`src/rtl/ipc_pkg.sv`:
```
package ipc_pkg;
  localparam int ADR_CLASS = 0;
  localparam int ADR_MASK  = 1;
  localparam int ADR_PEND  = 2;
  localparam int ADR_SLOT0 = 8;

  typedef enum logic {
    CLS_NORMAL = 1'b0,
    CLS_FAST   = 1'b1
  } irq_class_e;
endpackage

```
`src/rtl/ipc_pending.sv`:
```
module ipc_pending #(
  parameter int NUM_SRC = 21
) (
  input  logic               clk,
  input  logic               rst,
  input  logic [NUM_SRC-1:0] req_i,
  input  logic               clr_en,
  input  logic [NUM_SRC-1:0] clr_bits,
  output logic [NUM_SRC-1:0] pend_o
);
  logic [NUM_SRC-1:0] req_d;
  logic [NUM_SRC-1:0] pend_q;
  logic [NUM_SRC-1:0] rise;
  logic [NUM_SRC-1:0] clr_mask;

  assign rise     = req_i & ~req_d;
  assign clr_mask = clr_en ? clr_bits : '0;

  always_ff @(posedge clk) begin
    if (rst) begin
      req_d  <= '0;
      pend_q <= '0;
    end else begin
      req_d  <= req_i;
      // a new edge overrides a clear landing on the same bit
      pend_q <= (pend_q & ~clr_mask) | rise;
    end
  end

  assign pend_o = pend_q;
endmodule

```
`src/rtl/ipc_regs.sv`:
```
module ipc_regs #(
  parameter int NUM_SRC = 21,
  parameter int ADDR_W  = 5,
  parameter int IDX_W   = 5,
  parameter int DATA_W  = 22
) (
  input  logic                     clk,
  input  logic                     rst,
  input  logic                     wr_en,
  input  logic                     rd_en,
  input  logic [ADDR_W-1:0]        addr,
  input  logic [DATA_W-1:0]        wdata,
  input  logic [NUM_SRC-1:0]       pend_i,
  output logic [NUM_SRC-1:0]       class_o,
  output logic [NUM_SRC:0]         mask_o,
  output logic [NUM_SRC*IDX_W-1:0] slots_o,
  output logic                     clr_en_o,
  output logic [NUM_SRC-1:0]       clr_bits_o,
  output logic [DATA_W-1:0]        rdata_o
);
  import ipc_pkg::*;

  logic [NUM_SRC-1:0] class_q;
  logic [NUM_SRC:0]   mask_q;
  logic [IDX_W-1:0]   slot_q [NUM_SRC];
  logic [DATA_W-1:0]  rd_next;
  logic [DATA_W-1:0]  rdata_q;

  always_ff @(posedge clk) begin
    if (rst) begin
      class_q <= '0;
      mask_q  <= '1;
    end else if (wr_en) begin
      if (addr == ADDR_W'(ADR_CLASS)) class_q <= wdata[NUM_SRC-1:0];
      if (addr == ADDR_W'(ADR_MASK))  mask_q  <= wdata[NUM_SRC:0];
    end
  end

  for (genvar s = 0; s < NUM_SRC; s++) begin : g_slot
    always_ff @(posedge clk) begin
      if (rst)
        slot_q[s] <= IDX_W'(s);
      else if (wr_en && addr == ADDR_W'(ADR_SLOT0 + s))
        slot_q[s] <= wdata[IDX_W-1:0];
    end
    assign slots_o[s*IDX_W +: IDX_W] = slot_q[s];
  end

  always_comb begin
    rd_next = '0;
    if (addr == ADDR_W'(ADR_CLASS)) rd_next[NUM_SRC-1:0] = class_q;
    if (addr == ADDR_W'(ADR_MASK))  rd_next[NUM_SRC:0]   = mask_q;
    if (addr == ADDR_W'(ADR_PEND))  rd_next[NUM_SRC-1:0] = pend_i;
    for (int s = 0; s < NUM_SRC; s++) begin
      if (addr == ADDR_W'(ADR_SLOT0 + s)) rd_next[IDX_W-1:0] = slot_q[s];
    end
  end

  always_ff @(posedge clk) begin
    if (rst) rdata_q <= '0;
    else     rdata_q <= rd_en ? rd_next : '0;
  end

  assign class_o    = class_q;
  assign mask_o     = mask_q;
  assign clr_en_o   = wr_en && (addr == ADDR_W'(ADR_PEND));
  assign clr_bits_o = wdata[NUM_SRC-1:0];
  assign rdata_o    = rdata_q;
endmodule

```
`src/rtl/ipc_arbiter.sv`:
```
module ipc_arbiter #(
  parameter int                  NUM_SRC = 21,
  parameter int                  IDX_W   = 5,
  parameter ipc_pkg::irq_class_e CLS     = ipc_pkg::CLS_NORMAL
) (
  input  logic [NUM_SRC-1:0]       pend_i,
  input  logic [NUM_SRC:0]         mask_i,
  input  logic [NUM_SRC-1:0]       class_i,
  input  logic [NUM_SRC*IDX_W-1:0] slots_i,
  output logic                     valid_o,
  output logic [IDX_W-1:0]         idx_o
);
  logic [NUM_SRC-1:0] of_class;
  logic [NUM_SRC-1:0] elig;
  logic [IDX_W-1:0]   cand;

  assign of_class = (CLS == ipc_pkg::CLS_FAST) ? class_i : ~class_i;
  assign elig     = pend_i & ~mask_i[NUM_SRC-1:0] & of_class
                    & {NUM_SRC{~mask_i[NUM_SRC]}};

  // scan from the last slot down so the lowest slot is left standing
  always_comb begin
    valid_o = 1'b0;
    idx_o   = '0;
    cand    = '0;
    for (int s = NUM_SRC - 1; s >= 0; s--) begin
      cand = slots_i[s*IDX_W +: IDX_W];
      if ((int'(cand) < NUM_SRC) && elig[cand]) begin
        valid_o = 1'b1;
        idx_o   = cand;
      end
    end
  end
endmodule

```
`src/rtl/irq_prio_ctrl.sv`:
```
module irq_prio_ctrl #(
  parameter int NUM_SRC = 21,
  parameter int ADDR_W  = 5,
  parameter int IDX_W   = $clog2(NUM_SRC),
  parameter int DATA_W  = NUM_SRC + 1
) (
  input  logic               clk,
  input  logic               rst,
  input  logic [NUM_SRC-1:0] req_i,
  input  logic               bus_wr,
  input  logic               bus_rd,
  input  logic [ADDR_W-1:0]  bus_addr,
  input  logic [DATA_W-1:0]  bus_wdata,
  output logic [DATA_W-1:0]  bus_rdata,
  output logic               irq_valid,
  output logic [IDX_W-1:0]   irq_idx,
  output logic               fiq_valid,
  output logic [IDX_W-1:0]   fiq_idx
);
  logic [NUM_SRC-1:0]       pend_w;
  logic [NUM_SRC-1:0]       class_w;
  logic [NUM_SRC:0]         mask_w;
  logic [NUM_SRC*IDX_W-1:0] slots_w;
  logic                     clr_en_w;
  logic [NUM_SRC-1:0]       clr_bits_w;

  ipc_pending #(.NUM_SRC(NUM_SRC)) u_pend (
    .clk      (clk),
    .rst      (rst),
    .req_i    (req_i),
    .clr_en   (clr_en_w),
    .clr_bits (clr_bits_w),
    .pend_o   (pend_w)
  );

  ipc_regs #(
    .NUM_SRC(NUM_SRC), .ADDR_W(ADDR_W), .IDX_W(IDX_W), .DATA_W(DATA_W)
  ) u_regs (
    .clk        (clk),
    .rst        (rst),
    .wr_en      (bus_wr),
    .rd_en      (bus_rd),
    .addr       (bus_addr),
    .wdata      (bus_wdata),
    .pend_i     (pend_w),
    .class_o    (class_w),
    .mask_o     (mask_w),
    .slots_o    (slots_w),
    .clr_en_o   (clr_en_w),
    .clr_bits_o (clr_bits_w),
    .rdata_o    (bus_rdata)
  );

  ipc_arbiter #(
    .NUM_SRC(NUM_SRC), .IDX_W(IDX_W), .CLS(ipc_pkg::CLS_NORMAL)
  ) u_arb_norm (
    .pend_i  (pend_w),
    .mask_i  (mask_w),
    .class_i (class_w),
    .slots_i (slots_w),
    .valid_o (irq_valid),
    .idx_o   (irq_idx)
  );

  ipc_arbiter #(
    .NUM_SRC(NUM_SRC), .IDX_W(IDX_W), .CLS(ipc_pkg::CLS_FAST)
  ) u_arb_fast (
    .pend_i  (pend_w),
    .mask_i  (mask_w),
    .class_i (class_w),
    .slots_i (slots_w),
    .valid_o (fiq_valid),
    .idx_o   (fiq_idx)
  );
endmodule

```
`config.mk`:
```
export PLATFORM = sky130hd
export DESIGN_NAME = irq_prio_ctrl
export DESIGN_NICKNAME = d
export VERILOG_FILES = /design/src/rtl/ipc_pkg.sv /design/src/rtl/ipc_pending.sv /design/src/rtl/ipc_regs.sv /design/src/rtl/ipc_arbiter.sv /design/src/rtl/irq_prio_ctrl.sv
export SDC_FILE = /design/constraint.sdc
export NUM_CORES = 1
export LEC_CHECK = 0
export ABC_AREA = 1
export BUFFER_PORTS_ARGS = -buffer_cell sky130_fd_sc_hd__buf_2
export CORE_MARGIN = 2
export CORE_UTILIZATION = 42
export DETAILED_ROUTE_END_ITERATION = 10
export GPL_TIMING_DRIVEN = 0
export MAX_ROUTING_LAYER = met4
export SLEW_MARGIN = 20
export SYNTH_ARGS = -nofsm -noshare
export SYNTH_HDL_FRONTEND = slang
export SYNTH_SLANG_ARGS = --single-unit
```
`constraint.sdc`:
```
create_clock -name clk -period 8.95 [get_ports clk]
set_clock_uncertainty 0.1 [all_clocks]
set_input_delay 1.79 -clock clk [delete_from_list [all_inputs] [get_ports clk]]
set_output_delay 1.79 -clock clk [all_outputs]
set_load 0.02 [all_outputs]
```
==> flow_summary.ini <==
[run_status]
status = complete, no violations

[logic_synthesis]
synth_top_area_share_pct = 16.1
synthTopCellsByArea = edfxtp_1 (16%), nand2_1 (15%), dfxtp_1 (11%)
ys_ff_latch = 212
ys_types = 53
synth_edf_count = 105
netlist_instances = 3264
syn-cell-area_um2 = 19600
synth.largest_area_cell = edfxtp_1
yosys_warnings = 0
avgSynthCellArea_um2 = 5.99
ys.flop_type = dfxtp_1
async_reset_ff_share_pct = 0
yosysSeqAreaShare_pct = 27.1
synth_fp_nets = 3316

[timing]
final_hold_viol_count = 0
slew_headroom_pct = 11.4
period_share_pct = 89.1
rsz0062_at_grt = no
fmax_ghz = 0.125
report.final.slew_viol_count = 0
final.setup.tns_ps = 0
hold_slack_ps = 323
fin_crit_ps = 7970
final-setup-viol-count = 0
tightestPinTransition_ps = 1330

[job]
drv_cap = 0

[critical_path]
startpoint_type = register
crit_slowest_cell = clkbuf_1
arrival_ps = 6080
cp.required_ps = 7060
criticalPathCategory = reg2out
endpoint_kind = output port
critical-path-max-stage-delay_ps = 910
worstPathCellList = buf_6 > nor2_2 > nand3_1 > clkbuf_1 > clkbuf_1 > o21ai_0 > a21oi_1 > a221oi_1 > a21oi_1 > a211o_1 > nand2_1 > nor3_1 > nand3_1 > nor3_1 > nand4_1 > buf_2
cp_max_fo = 10

[final_layout]
instances_no_fill = 4009
synthToLayoutAreaGrowth_pct = 10.1
final_common_cell = nand2_1
layout_common_cells = nand2_1 (768), nor2_1 (386), o21ai_0 (363)
drive_gt1_share_pct = 7.40
nets = 3426

[drt]
drcViolationCount = 0
met2WireLength_um = 45100
drt_iter0_markers = 4659
viasPerCell = 6.46
ant_nets = 0
drt_wl_total_um = 112000
highest_layer = met4
dr_wl_met3_um = 16300
first_pass_iters = 7
detail_route.wl_per_cell_um = 27.8
num_vias = 25897
met1_length_um = 41500

[min_path]
hp-class = reg2reg

[place]
io_buffers = 84
place.gp.congestion = 1.06
dp.cells = 3955
post-dp-hpwl_um = 81100

[floorplanning]
die_x_um = 220
initial_utilization_pct = 42.3
die_area_um2 = 48300
ios = 86
core_um2 = 46300
die_height_um = 220
fp-row-count = 79

[clocking]
cts_max_level = 1
worstSkewPairLatency_ps = 550
cts_buffer_depth = 3
cts_tree = yes
cts_resized = 0
post_cts_buffers = 0
clock_sinks = 212
cts-buffers-inserted = 24
ctsHoldBuffers = 0
clock-root-buffer = clkbuf_16
clkTransAtPathRegs_ps = 60

[global_routing]
grt_usage_pct = 46.5
grt_overflow = 0
first_global_vias = 23195
antenna_found_initial = 9
grt_max_degree = 14
grt_pass1_wl_um = 158000

[pwr]
leakagePower_nw = 9.42
p_per_area_nw_per_um2 = 135
vdd.ir_drop.worst_mv = 0.145
[registers in the layout (all words and copies together), names as in the netlist]
| register | flops |
|---|---|
| u_pend.pend_o | 21 |
| u_regs.slot_q | 105 |
| u_regs.class_o | 21 |
| u_regs.mask_o | 22 |
| u_regs.rdata_o | 22 |
| u_pend.req_d | 21 |
[synth_stat cells (3+ instances only)]
cell	count
nand4_1	26
buf_1	7
o31ai_1	9
a221oi_1	36
nand3_2	10
buf_4	5
nand4_4	3
and2_1	3
a22oi_1	3
a21oi_1	335
inv_2	27
nand3_1	125
o2111ai_1	20
dfxtp_1	107
o21ai_1	49
clkinv_1	12
nor2_4	8
o211ai_1	61
buf_2	28
nor3_1	42
o21ai_0	363
nor4_1	6
o22ai_1	128
edfxtp_1	105
inv_1	340
nor2_1	386
a211oi_1	9
or3_1	4
nor2_2	13
a211o_1	10
nand4_2	5
clkbuf_1	151
nand2_1	768
a31oi_1	16
o221ai_1	10
nand2_2	13
[power by group]
group / switching (W) / internal, W
combinational: 0.000581 / 0.000226
sequential: 0.0000607 / 0.00107
clock: 0.000421 / 0.000548
total: 0.00106 / 0.00184
[final cells by class]
cell class	count	area, um^2
repair buffers	84	420
diodes	11	27.5
multi-input cells	2478	12000
fillers	4979	24700
clock inverters	12	103
well taps	607	759
clock buffers	31	657
flip-flops and latches	212	5300
plain buffers	194	817
inverters	380	1440
[kinds of logic (layout without fill, tap and decap cells)]
family          count (synthesis)  in the layout  share of synthesized area (%)
buf+inv                       574            701                           11.5
simple gates                 1416           1416                           30.4
flops                         212            212                           27.1
other cells                     0             11                              0
compound gates               1062           1062                           31.0
[layer usage]
metal | track usage [%] | up-vias
met2 | 64.7 | 2119
met4 | 28.7 | 0
li1 | - | 11368
met3 | 12.9 | 479
met1 | 59.2 | 11931
met5 | - | -
[metrics by stage]
stage	area, um^2	util, %	total power, W	setup slack [ps]
global placement	20700	44.8	0.00191	1890
finish	21500	46.5	0.00290	979
CTS	21500	46.5	0.00287	1340
global route	21500	46.5	0.00301	1060
detailed placement	20700	44.8	0.00192	1920
floorplan	19600	-	0.00164	4370
[worst max-delay path: cells and delay by family, from the launching register on]
family	cells	cell delay [ps]
compound gates	5	770
buf+inv	4	2200
simple gates	7	2230
flops	1	320
[path summary, 6_finish.rpt]
kind         slack [ps]  cells past startpoint                 to               from
max                 980                     16          fiq_valid  u_regs.mask_o[21]
min                 320                      1   u_pend.pend_o[7]    u_pend.req_d[7]
max reg2reg        5090                     12  u_regs.rdata_o[2]  u_regs.class_o[2]
min reg2reg         320                      1   u_pend.pend_o[7]    u_pend.req_d[7]
Note: power is estimated with default switching activity, not from simulation.
